File: src/rtl/bitsign_pkg.sv
package bitsign_pkg;
  typedef enum logic {
    LANE_WRAP = 1'b0,
    LANE_SAT  = 1'b1
  } lane_mode_e;
endpackage

File: src/rtl/bitsign_rst_sync.sv
module bitsign_rst_sync (
  input  logic clk,
  input  logic rst_n,
  output logic rst_n_s
);
  logic [1:0] sync_q;
  logic [1:0] sync_nxt;

  always_comb sync_nxt = {sync_q[0], 1'b1};

  always_ff @(posedge clk or negedge rst_n) begin
    if (!rst_n) sync_q <= 2'b00;
    else        sync_q <= sync_nxt;
  end

  assign rst_n_s = sync_q[1];
endmodule

File: src/rtl/bitsign_breg.sv
module bitsign_breg #(
  parameter int LANES = 8
) (
  input  logic             clk,
  input  logic             rst_n,
  input  logic [LANES-1:0] b_in,
  input  logic             b_load,
  output logic [LANES-1:0] b_q
);
  logic [LANES-1:0] b_nxt;

  always_comb b_nxt = b_load ? b_in : b_q;

  always_ff @(posedge clk or negedge rst_n) begin
    if (!rst_n) b_q <= '0;
    else        b_q <= b_nxt;
  end
endmodule

File: src/rtl/bitsign_lane.sv
module bitsign_lane
  import bitsign_pkg::*;
#(
  parameter int LANE_W = 8
) (
  input  logic [LANE_W-1:0] d_l,
  input  logic [LANE_W-1:0] c_l,
  input  logic              add_l,
  input  lane_mode_e        mode,
  output logic [LANE_W-1:0] res_l
);
  localparam int EXT_W = LANE_W + 1;
  localparam logic [LANE_W-1:0] POS_MAX = {1'b0, {(LANE_W-1){1'b1}}};
  localparam logic [LANE_W-1:0] NEG_MIN = {1'b1, {(LANE_W-1){1'b0}}};

  logic [EXT_W-1:0] d_ext, c_ext, sum_ext;
  logic             ovf;

  always_comb begin
    d_ext   = {d_l[LANE_W-1], d_l};
    c_ext   = {c_l[LANE_W-1], c_l};
    sum_ext = add_l ? (d_ext + c_ext) : (d_ext - c_ext);
    ovf     = sum_ext[EXT_W-1] ^ sum_ext[LANE_W-1];
    if (mode == LANE_SAT && ovf)
      res_l = sum_ext[EXT_W-1] ? NEG_MIN : POS_MAX;
    else
      res_l = sum_ext[LANE_W-1:0];
  end
endmodule

File: src/rtl/bitsign_acc.sv
module bitsign_acc
  import bitsign_pkg::*;
#(
  parameter int LANES  = 8,
  parameter int LANE_W = 8
) (
  input  logic                    clk,
  input  logic                    rst_n,
  input  logic [LANES*LANE_W-1:0] c_in,
  input  logic [LANES*LANE_W-1:0] d_in,
  input  logic [LANES-1:0]        b_in,
  input  logic                    b_load,
  input  logic                    issue,
  input  logic                    sat_mode,
  output logic [LANES*LANE_W-1:0] d_out,
  output logic                    done
);
  localparam int WORD_W = LANES * LANE_W;

  logic              rst_n_s;
  logic [LANES-1:0]  b_q;
  logic [WORD_W-1:0] lane_res;
  logic [WORD_W-1:0] d_q, d_nxt;
  logic              done_q, done_nxt;
  lane_mode_e        mode;

  assign mode = lane_mode_e'(sat_mode);

  bitsign_rst_sync u_rst (
    .clk     (clk),
    .rst_n   (rst_n),
    .rst_n_s (rst_n_s)
  );

  bitsign_breg #(.LANES(LANES)) u_breg (
    .clk    (clk),
    .rst_n  (rst_n_s),
    .b_in   (b_in),
    .b_load (b_load),
    .b_q    (b_q)
  );

  for (genvar i = 0; i < LANES; i++) begin : g_lane
    bitsign_lane #(.LANE_W(LANE_W)) u_lane (
      .d_l   (d_in[i*LANE_W +: LANE_W]),
      .c_l   (c_in[i*LANE_W +: LANE_W]),
      .add_l (b_q[i]),
      .mode  (mode),
      .res_l (lane_res[i*LANE_W +: LANE_W])
    );
  end

  always_comb begin
    d_nxt    = issue ? lane_res : d_q;
    done_nxt = issue;
  end

  always_ff @(posedge clk or negedge rst_n_s) begin
    if (!rst_n_s) begin
      d_q    <= '0;
      done_q <= 1'b0;
    end else begin
      d_q    <= d_nxt;
      done_q <= done_nxt;
    end
  end

  assign d_out = d_q;
  assign done  = done_q;
endmodule

File: config.mk
export PLATFORM = sky130hd
export DESIGN_NAME = bitsign_acc
export DESIGN_NICKNAME = d
export VERILOG_FILES = /design/src/rtl/bitsign_pkg.sv /design/src/rtl/bitsign_rst_sync.sv /design/src/rtl/bitsign_breg.sv /design/src/rtl/bitsign_lane.sv /design/src/rtl/bitsign_acc.sv
export SDC_FILE = /design/constraint.sdc
export NUM_CORES = 1
export LEC_CHECK = 0
export ABC_AREA = 0
export ABC_CLOCK_PERIOD_IN_PS = 4300
export BUFFER_PORTS_ARGS = -buffer_cell sky130_fd_sc_hd__buf_2
export CAP_MARGIN = 20
export CELL_PAD_IN_SITES_DETAIL_PLACEMENT = 2
export CELL_PAD_IN_SITES_GLOBAL_PLACEMENT = 2
export CORE_UTILIZATION = 36
export DETAILED_ROUTE_END_ITERATION = 7
export PLACE_DENSITY = 0.87
export SLEW_MARGIN = 20
export SYNTH_ARGS = -nofsm -noshare
export SYNTH_HDL_FRONTEND = slang
export SYNTH_HIERARCHICAL = 1
export SYNTH_SLANG_ARGS = --single-unit
File: constraint.sdc
create_clock -name clk -period 4.3 [get_ports clk]
set_clock_uncertainty 0.2 [all_clocks]
set_input_delay 0.645 -clock clk [delete_from_list [all_inputs] [get_ports clk]]
set_output_delay 0.645 -clock clk [all_outputs]
set_load 0.05 [all_outputs]
==> results of run 1 <==
flip-flops by register name, summed over array words and instances, names as in the netlist:
signal	count
d_out	64
u_breg/b_q	8
u_rst/sync_q	2
done	1
power breakdown:
part	leakage [nW]	switching [mW]	internal [mW]
registers	0.883	0.224	1.01
logic	3.78	2.41	1.32
clock network	0.152	0.345	0.513
how the worst max path moves through the flow:
stage / start / endpoint / slack, ns / cells past startpoint
finish: c_in[16] / d_out[22] / 0.70 / 14
global route: c_in[24] / d_out[26] / 0.50 / 14
CTS: c_in[16] / d_out[22] / 0.71 / 14
detailed placement: c_in[8] / d_out[10] / 0.42 / 12
global placement: c_in[56] / d_out[56] / 0.64 / 12
floorplan: c_in[32] / d_out[38] / 1.05 / 11
final cells by class:
class	instances	area [um2]	share of cell area, %
clock buffer	9	225	2.27
timing repair buffer	212	1120	11.2
clock inverter	7	101	1.02
inverter	26	97.6	0.984
sequential	75	1880	19.0
tap	313	392	3.95
multi-input combinational	741	6110	61.6
timing repair:
action                                 CTS  global route
endpoints found under the hold margin    2             0
setup buffers                            0             0
resized for setup                        0             0
setup endpoints to repair                0             0
hold buffers                             1             0
logic make-up (layout without fill, tap and decap cells):
family,Yosys count,after routing,synth area share (%)
AOI/OAI and AO/OA,284,284,21.2
and+or+nand+nor,168,168,10.7
xor gates and xnor gates,112,112,12.1
adders and majority gates,88,88,13.8
muxes,88,88,14.9
DFF,75,75,22.4
buffers and inverters,56,254,4.82
other,1,1,0.0447
worst reg2reg max path, cell delays in order, from the launching register on:
cell and delay, ns:
dfrtp_1 0.56, mux2_2 0.43, ha_1 0.31, a211oi_1 0.07
o21bai_1 0.26, o221ai_1 0.20, xnor2_1 0.72, nor4_1 0.15
nor3_1 0.28, mux2_4 0.19
layer usage:
| layer | routed length (um) | global-route usage [%] | up-vias |
|---|---|---|---|
| li1 | - | - | 3576 |
| met1 | 11500 | 26.8 | 3708 |
| met2 | 14400 | 43.7 | 154 |
| met3 | 983 | 3.39 | 32 |
| met4 | 555 | 7.07 | 0 |
| met5 | 0 | 0 | - |
Yosys cell counts, types with 8 or more instances:
cell       number
fa_1            8
xnor2_1        37
nor2_2          8
ha_1           80
buf_2           8
o21bai_1        8
mux2_4         68
a211o_1         8
nand2_1        32
o21ai_0        48
nor3_1         23
a21o_1         32
a31oi_1        13
mux2_2         20
nor2_1         64
o2bb2ai_1      15
a21oi_1       121
inv_1          26
dfrtp_1        75
nand4_1         8
xor2_1         70
buf_6          10
through the flow:
step / setup slack (ns) / hold WS, ns / cells / total power, mW / util [%]
final: 0.700 / 0.0615 / 1383 / 5.82 / 43.6
after global routing: 0.504 / 0.0870 / 1383 / 6.16 / 43.6
after CTS: 0.715 / 0.180 / 1381 / 5.87 / 43.4
after detailed placement: 0.423 / 0.165 / 1364 / 4.95 / 41.9
after global placement: 0.644 / 0.137 / 1364 / 4.78 / 41.9
after floorplan: 1.05 / 0.131 / 872 / 4.03 / -
==> run_results.csv, run 1 <==
group,metric,value,unit
critical_path,cp_cell_sequence,"buf_2 -> inv_1 -> ha_1 -> nor3b_2 -> nor2_1 -> xor2_1 -> ha_1 -> a21o_1 -> a21oi_1 -> a21oi_1 -> o21a_2 -> nor4_1 -> o22ai_1 -> mux2_4",
place,place.gp.congestion,0.858,
synth,synth-seq-cells,75,
floorplanning,ios,206,
synth,synth_nets,1101,
synth,synth_edf_count,0,
synth,synth_top_area_cell,"dfrtp_1",
pwr,ir_worst_vdd,337,uV
cells_and_area,syn2layout_area_growth,18.3,%
floorplanning,die_h,155,um
global_route,grt_pass1_wl,44100,um
routing,drtIter0Drc,170,
critical_path,path_max_fanout,5,
sta,hold_viol,0,
routing,post_drt_wl_per_cell,19.8,um
floorplanning,row_count,55,
clocking,clkTransAtPathRegs,0.07,ns
sta,tightest_slew,0.920,ns
critical_path,start_kind,"primary input",
critical_path,cp_slowest_stage_delay,0.39,ns
critical_path,worst-path-buf-inv,2,
sta,drv_slew,0,
global_route,grt_pass1_vias,8441,
critical_path,r2r_cells,9,
sta,setup_viol,0,
clocking,cts_max_level,3,
routing,avgViaCountPerCell,5.40,
pwr,power_leakage,4.82,nW
global_route,grt_max_degree,74,
sta,final.period_utilization,83.7,%
routing,drc_errors,0,
place,hpwlAfterDp,22000,um
clocking,clockBufferDepth,2,
routing,vias,7470,
synth,ys_seq_area_share,22.4,%
min_path,hold_path_class,"reg -> async",
synth,synth_top_area_share,22.4,%
place,io_buffers,205,
critical_path,criticalPathCategory,"in -> reg",
sta,period_needed,3.60,ns
routing,firstDrtPassIters,4,
critical_path,r2r-end,"d_out[10]",
cells_and_area,nFillCells,2524,
cells_and_area,final_common_cell,"buf_2",
cells_and_area,nets,1294,
clocking,cts-root-buf,"clkbuf_16",
job,maxCapViolCount,0,
synth,synthesis.instances,872,
synth,synth_area_leaders,"dfrtp_1, mux2_4, ha_1",
routing,antenna_left,0,
place,placed_cell_area,9540,um2
synth,synth_cell_types,48,
floorplanning,core,22800,um2
clocking,cts.sinks,75,
cells_and_area,final_cell_mix,"buf_2, a21oi_1, ha_1",
synth,ys_warn_count,6,
critical_path,rrSetupSlack,0.87,ns
cells_and_area,diodes,0,
sta,fmax,278,MHz
clocking,cts_tree,"yes",
clocking,cts-buffers-inserted,9,
critical_path,cp-end-kind,"register",
critical_path,crit_slowest_cell,"nor4_1",
cells_and_area,drive_above_1_share,34.1,%
floorplanning,die_w,155,um
critical_path,rr_startpoint,"u_breg/b_q[1]",
global_route,track_usage,23.2,%
global_route,antenna_found_initial,0,
sta,slew_headroom,38.2,%
sta,timing.setup.tns,0,ns
routing,routed_wl,27400,um
synth,netlist_area,8390,um2
global_route,overflow,0,
floorplanning,initial_utilization,36.8,%
floorplanning,dieArea,23900,um2
sta,rsz0062_at_grt,"false",
cells_and_area,postLayoutCellArea,9920,um2
synth,synth-main-ff-cell,"dfrtp_1",
critical_path,path_delay_family,"compound AO/OA/AOI/OAI gates",
critical_path,critPathArrivalTime,3.62,ns
synth,syn_area_per_cell,9.62,um2
status,status,"complete, no violations",
clocking,clock_latency,0.35,ns
synth,postSynth.asyncResetShare,100,%
critical_path,required,4.32,ns
pwr,p_per_area,586,nW/um2
Note: power is estimated with default switching activity, not from simulation.
==> run 2, diff against run 1 <==
--- a/config.mk
+++ b/config.mk
@@ -5,15 +5,15 @@
 export SDC_FILE = /design/constraint.sdc
 export NUM_CORES = 1
 export LEC_CHECK = 0
-export ABC_AREA = 0
-export ABC_CLOCK_PERIOD_IN_PS = 4300
+export ABC_AREA = 1
+export ABC_CLOCK_PERIOD_IN_PS = 3380
 export BUFFER_PORTS_ARGS = -buffer_cell sky130_fd_sc_hd__buf_2
 export CAP_MARGIN = 20
 export CELL_PAD_IN_SITES_DETAIL_PLACEMENT = 2
 export CELL_PAD_IN_SITES_GLOBAL_PLACEMENT = 2
-export CORE_UTILIZATION = 36
+export CORE_UTILIZATION = 30
 export DETAILED_ROUTE_END_ITERATION = 7
-export PLACE_DENSITY = 0.87
+export PLACE_DENSITY = 0.82
 export SLEW_MARGIN = 20
 export SYNTH_ARGS = -nofsm -noshare
 export SYNTH_HDL_FRONTEND = slang
==> constraint.sdc (replaced) <==
create_clock -name clk -period 3.38 [get_ports clk]
set_clock_uncertainty 0.2 [all_clocks]
set_input_delay 0.507 -clock clk [delete_from_list [all_inputs] [get_ports clk]]
set_output_delay 0.507 -clock clk [all_outputs]
set_load 0.05 [all_outputs]
==> run 2 against run 1 <==
Compared with the run above: die area up 17%; synthesized cell count up 34%; register-to-register slack worse by 0.49 ns; first-iteration DRC count up 26%; via count up 12%; hold slack better by 0.084 ns; non-clock buffer count down 2; sequential power up 8%; wire length down 0.17%; synthesized area down 2.0%; utilization down 6.8 points; critical endpoint is now d_out[26]; largest cell class unchanged.
==> run_results.csv, run 2 <==
group,metric,value,unit
status,status,"complete, no violations",
clocking,cts-root-buf,"clkbuf_16",
critical_path,path_max_fanout,7,
cells_and_area,final_cell_mix,"nand2_1, buf_2, inv_1",
routing,post_drt_wl_per_cell,15.9,um
synth,netlist_area,8220,um2
floorplanning,die_w,168,um
pwr,power_leakage,5.73,nW
min_path,hold_path_class,"reg -> async",
synth,synth_nets,1400,
sta,fmax,330,MHz
clocking,cts.sinks,75,
synth,synth_top_area_share,22.8,%
sta,final.period_utilization,89.7,%
sta,period_needed,3.03,ns
synth,synthesis.instances,1171,
synth,syn_area_per_cell,7.02,um2
routing,routed_wl,27400,um
clocking,cts_tree,"yes",
synth,postSynth.asyncResetShare,100,%
sta,hold_viol,0,
cells_and_area,nets,1607,
cells_and_area,seqCellArea,1880,um2
clocking,post-cts-setup-buffer-count,0,
sta,worst_slack,0.347,ns
synth,synth_edf_count,0,
critical_path,critPathArrivalTime,3.07,ns
floorplanning,dieArea,28100,um2
floorplanning,initial_utilization,30.5,%
sta,drv_slew,0,
routing,drtIter0Drc,215,
critical_path,required,3.41,ns
sta,rsz0062_at_grt,"false",
critical_path,r2r_cells,17,
place,io_buffers,205,
global_route,grt_max_degree,66,
global_route,overflow,0,
sta,slew_headroom,48.6,%
synth,synth_top_area_cell,"dfrtp_1",
critical_path,cp-end-kind,"register",
place,place.gp.congestion,0.860,
floorplanning,core,27000,um2
synth,synth_area_leaders,"dfrtp_1, nand2_1, ha_1",
synth,ys_seq_area_share,22.8,%
critical_path,rrSetupSlack,0.38,ns
clocking,clock_latency,0.34,ns
pwr,p_per_area,582,nW/um2
critical_path,criticalPathCategory,"in -> reg",
place,place_ws,-0.0221,ns
cells_and_area,drive_above_1_share,26.0,%
place,hpwlAfterDp,22700,um
synth,synth-seq-cells,75,
clocking,clockBufferDepth,2,
sta,setup_viol,0,
clocking,cts-buffers-inserted,9,
cells_and_area,nFillCells,3319,
routing,avgViaCountPerCell,4.86,
synth,synth-main-ff-cell,"dfrtp_1",
synth,ys_warn_count,6,
floorplanning,ios,206,
cells_and_area,multiInputGateArea,5820,um2
global_route,track_usage,19.9,%
routing,vias,8369,
sta,timing.setup.tns,0,ns
floorplanning,die_h,168,um
routing,firstDrtPassIters,4,
floorplanning,row_count,60,
global_route,antenna_found_initial,0,
cells_and_area,final_common_cell,"nand2_1",
routing,drc_errors,0,
sta,tightest_slew,0.771,ns
cells_and_area,syn2layout_area_growth,20.5,%
synth,synth_most_common_cell,"nand2_1",
clocking,cts_max_level,3,
cells_and_area,diodes,0,
synth,synth_cell_types,35,
synth,synth_commonest_cells,"nand2_1, inv_1, ha_1",
pwr,power.total,5.76,mW
routing,antenna_left,0,
clocking,post_cts_resized,0,
cells_and_area,largest_register_ffs,64,
clocking,clkTransAtPathRegs,0.06,ns
pwr,ir_worst_vdd,185,uV
critical_path,start_kind,"primary input",
global_route,grt_pass1_vias,9194,
global_route,grt_pass1_wl,45100,um
sta,whs,0.145,ns
job,maxCapViolCount,0,
run 2: changes by cell type after synthesis, moves of 20 or more:
| cell | delta |
|---|---|
| a21o_1 | -24 |
| a21oi_1 | -70 |
| inv_1 | +67 |
| mux2_2 | -20 |
| mux2_4 | -68 |
| nand2_1 | +448 |
| nand2_2 | +55 |
| nand3_1 | +30 |
| nand3_2 | +23 |
| o21ai_0 | -25 |
run 2: worst max-delay path, stage by stage:
cell	delay, ns
buf_2	0.12
nor3_1	0.30
nand2_1	0.09
o21ai_0	0.28
o21ai_0	0.18
xor2_1	0.17
ha_1	0.35
nand2_1	0.09
o21a_1	0.20
nand2_2	0.08
inv_2	0.05
nand2_2	0.10
nand2_1	0.07
nand2_2	0.08
nand3_4	0.11
nand2_1	0.10
nand2_1	0.05
nand2_1	0.07
nand2_1	0.07
run 2: cell families (layout without fill, tap and decap cells):
kind of cell / Yosys count / count (layout) / synth area share [%]
adder cells (fa/ha/maj): 88 / 88 / 14.1
AO/OA/AOI/OAI: 123 / 123 / 9.19
XOR/XNOR: 84 / 84 / 8.95
buffers and inverters: 117 / 328 / 6.30
AND/OR/NAND/NOR: 683 / 683 / 38.5
other: 1 / 1 / 0.0456
flip-flops: 75 / 75 / 22.8
run 2: what timing repair did:
item | 4_1_cts | 5_1_grt
hold endpoints to repair | 2 | 0
endpoints found under the setup margin | 0 | 0
hold buffers | 1 | 0
run 2: area by class of cell:
class	count	area share, %
repair buffers	210	10.9
clock buffers	10	2.31
flip-flops and latches	75	19.0
clock inverters	5	0.796
multi-input cells	979	58.8
inverters	103	3.90
well taps	341	4.31
run 2: stage by stage:
| step | instances | utilization, % | instance area, um2 |
|---|---|---|---|
| final | 1723 | 36.8 | 9900 |
| after global placement | 1707 | 35.6 | 9590 |
| after global routing | 1723 | 36.8 | 9900 |
| after floorplan | 1171 | - | 8220 |
| after detailed placement | 1707 | 35.6 | 9590 |
| after CTS | 1723 | 36.8 | 9900 |
run 2: power by group:
group	internal, mW	switching, mW
Combinational	1.00	2.38
Sequential	1.15	0.180
Clock	0.642	0.410
Total	2.80	2.97
run 2: metal layers:
metal / share of wire, % / wire length, um / global-route usage [%]
met1: 44 / 12000 / 23.4
met2: 52 / 14300 / 37.8
met3: 2.3 / 639 / 1.91
met4: 1.5 / 408 / 5.50
met5: 0 / 0 / 0
run 2: path summary, 6_finish.rpt:
check	from	to
setup / recovery	c_in[26]	d_out[26]
hold / removal	u_rst/sync_q[1]	d_out[52]
setup reg to reg	u_breg/b_q[5]	d_out[45]
hold reg to reg	u_rst/sync_q[1]	d_out[52]
max in group asynchronous	u_rst/sync_q[1]	d_out[14]
min in group clk	b_in[4]	u_breg/b_q[4]
==> run 3, diff against run 2 <==
--- a/config.mk
+++ b/config.mk
@@ -9,11 +9,11 @@
 export ABC_CLOCK_PERIOD_IN_PS = 3380
 export BUFFER_PORTS_ARGS = -buffer_cell sky130_fd_sc_hd__buf_2
 export CAP_MARGIN = 20
-export CELL_PAD_IN_SITES_DETAIL_PLACEMENT = 2
-export CELL_PAD_IN_SITES_GLOBAL_PLACEMENT = 2
-export CORE_UTILIZATION = 30
+export CELL_PAD_IN_SITES_DETAIL_PLACEMENT = 0
+export CELL_PAD_IN_SITES_GLOBAL_PLACEMENT = 1
+export CORE_UTILIZATION = 39
 export DETAILED_ROUTE_END_ITERATION = 7
-export PLACE_DENSITY = 0.82
+export PLACE_DENSITY = 0.83
 export SLEW_MARGIN = 20
 export SYNTH_ARGS = -nofsm -noshare
 export SYNTH_HDL_FRONTEND = slang
==> run 3 against run 2 <==
Compared with the run above: count of clock-buffer cells in the layout increased by 1; non-clock buffer count down 2; global-route usage fell by 0.36 points; combinational power down 4%; critical endpoint is now d_out[36]; largest cell class unchanged.
==> run_results.csv, run 3 (same netlist as run 2, synthesis figures left out) <==
group,metric,value,unit
status,status,"complete, no violations",
sta,final.period_utilization,86.6,%
cells_and_area,nets,1605,
pwr,ir_worst_vdd,216,uV
critical_path,cp_common_cell,"nand2_1",
global_route,grt_max_degree,74,
sta,worst_slack,0.454,ns
critical_path,path_max_fanout,7,
clocking,clock_latency,0.33,ns
place,place_ws,0.114,ns
sta,timing.setup.tns,0,ns
sta,period_needed,2.93,ns
sta,setup_viol,0,
floorplanning,die_h,147,um
global_route,grt_pass1_wl,34500,um
clocking,cts_max_level,3,
job,maxCapViolCount,0,
routing,antenna_left,0,
routing,post_drt_wl_per_cell,12.4,um
cells_and_area,diodes,0,
critical_path,worst-path-buf-inv,2,
floorplanning,ios,206,
routing,drtIter0Drc,282,
place,place.gp.congestion,0.840,
cells_and_area,final_cell_mix,"nand2_1, buf_2, inv_1",
critical_path,cp_slowest_stage_delay,0.36,ns
critical_path,path_delay_family,"simple AND/OR/NAND/NOR gates",
sta,hold_viol,0,
floorplanning,core,20400,um2
pwr,power_leakage,5.71,nW
critical_path,cp_cell_sequence,"buf_2 -> nor3_1 -> nand2_1 -> o21ai_0 -> o21ai_0 -> xor2_1 -> ha_1 -> nand2_1 -> a21oi_1 -> nor2_1 -> nand2_2 -> inv_2 -> nand3_4 -> nand2_4 -> nand2_4 -> nand3_4 -> nand2_1 -> nand2_1 -> nand2_1 -> nand2_1",
min_path,hold_path_class,"reg -> async",
clocking,cts_tree,"yes",
cells_and_area,syn2layout_area_growth,18.9,%
floorplanning,initial_utilization,40.2,%
critical_path,crit_slowest_cell,"ha_1",
sta,rsz0062_at_grt,"false",
routing,vias,7637,
floorplanning,dieArea,21700,um2
routing,avgViaCountPerCell,4.63,
clocking,cts-root-buf,"clkbuf_16",
sta,tightest_slew,0.761,ns
cells_and_area,final_common_cell,"nand2_1",
critical_path,required,3.41,ns
critical_path,start_kind,"primary input",
routing,routed_wl,20500,um
sta,drv_slew,0,
sta,slew_headroom,49.3,%
cells_and_area,drive_above_1_share,26.1,%
critical_path,critPathArrivalTime,2.95,ns
clocking,clockBufferDepth,2,
routing,firstDrtPassIters,4,
place,hpwlAfterDp,16200,um
global_route,grt_pass1_vias,7388,
floorplanning,row_count,52,
cells_and_area,postLayoutCellArea,9780,um2
global_route,overflow,0,
critical_path,criticalPathCategory,"in -> reg",
cells_and_area,nFillCells,2149,
sta,fmax,342,MHz
cells_and_area,largest_register_ffs,64,
critical_path,cp-end-kind,"register",
clocking,cts-buffers-inserted,9,
place,io_buffers,205,
place,placed_cell_area,9470,um2
global_route,track_usage,19.5,%
clocking,clkTransAtPathRegs,0.06,ns
global_route,antenna_found_initial,1,
clocking,post_cts_resized,0,
pwr,p_per_area,560,nW/um2
floorplanning,die_w,147,um
routing,drc_errors,0,
clocking,post-cts-setup-buffer-count,0,
clocking,cts.sinks,75,
==> run 3: changes by cell type in the layout (fill, tap and decap cells not counted) <==
cell,previous run,this run
bufinv_16,2,0
buf_4,3,1
clkbuf_8,0,2
clkinv_4,1,0
clkinv_2,2,4
clkinvlp_4,0,1
inv_4,0,1
clkbuf_1,1,0
inv_2,10,9
==> run 3: through the flow <==
stage               hold slack [ns]  utilization [%]  std cells  power, mW
finish                        0.106             47.9       1651       5.48
global route                  0.159             47.9       1651       5.94
CTS                           0.151             47.8       1650       5.56
detailed placement           0.0947             46.3       1633       4.59
global placement             0.0926             46.3       1633       4.56
floorplan                    0.0114                -       1171       3.85
==> run 3: repair_timing <==
| action | in CTS | in global routing |
|---|---|---|
| endpoints found under the hold margin | 2 | 0 |
| hold buffers | 1 | 0 |
| setup endpoints to repair | 0 | 0 |
==> run 3: cell type report <==
class / count / area, um2 / area share [%]
Clock buffer: 11 / 253 / 2.59
Timing Repair Buffer: 208 / 1060 / 10.9
Tap cell: 270 / 338 / 3.46
Inverter: 103 / 389 / 3.98
Clock inverter: 5 / 27.5 / 0.282
Sequential cell: 75 / 1880 / 19.2
Multi-Input combinational cell: 979 / 5820 / 59.6
==> run 3: path summary, 6_finish.rpt <==
path / start / end / slack, ns / cells past startpoint
worst min register to register: u_rst/sync_q[1] / d_out[22] / 0.11 / 0
max in group asynchronous: u_rst/sync_q[1] / d_out[18] / 2.26 / 1
worst min-delay path: u_rst/sync_q[1] / d_out[22] / 0.11 / 0
worst max-delay path: c_in[34] / d_out[36] / 0.45 / 20
worst max register to register: u_breg/b_q[1] / d_out[12] / 0.55 / 17
min in group clk: u_rst/sync_q[0] / u_rst/sync_q[1] / 0.16 / 0
==> run 3: routing by layer <==
metal	track usage (%)	routed length (um)	share of wire, %
met5	0	10	0.049
met4	5.93	289	1.4
met3	2.36	770	3.8
met2	33.0	9570	47
met1	25.8	9840	48
==> run 3: power breakdown <==
group | internal (mW) | switching, mW
clock | 0.533 | 0.398
combinational | 0.994 | 2.24
sequential | 1.15 | 0.163
total | 2.68 | 2.80
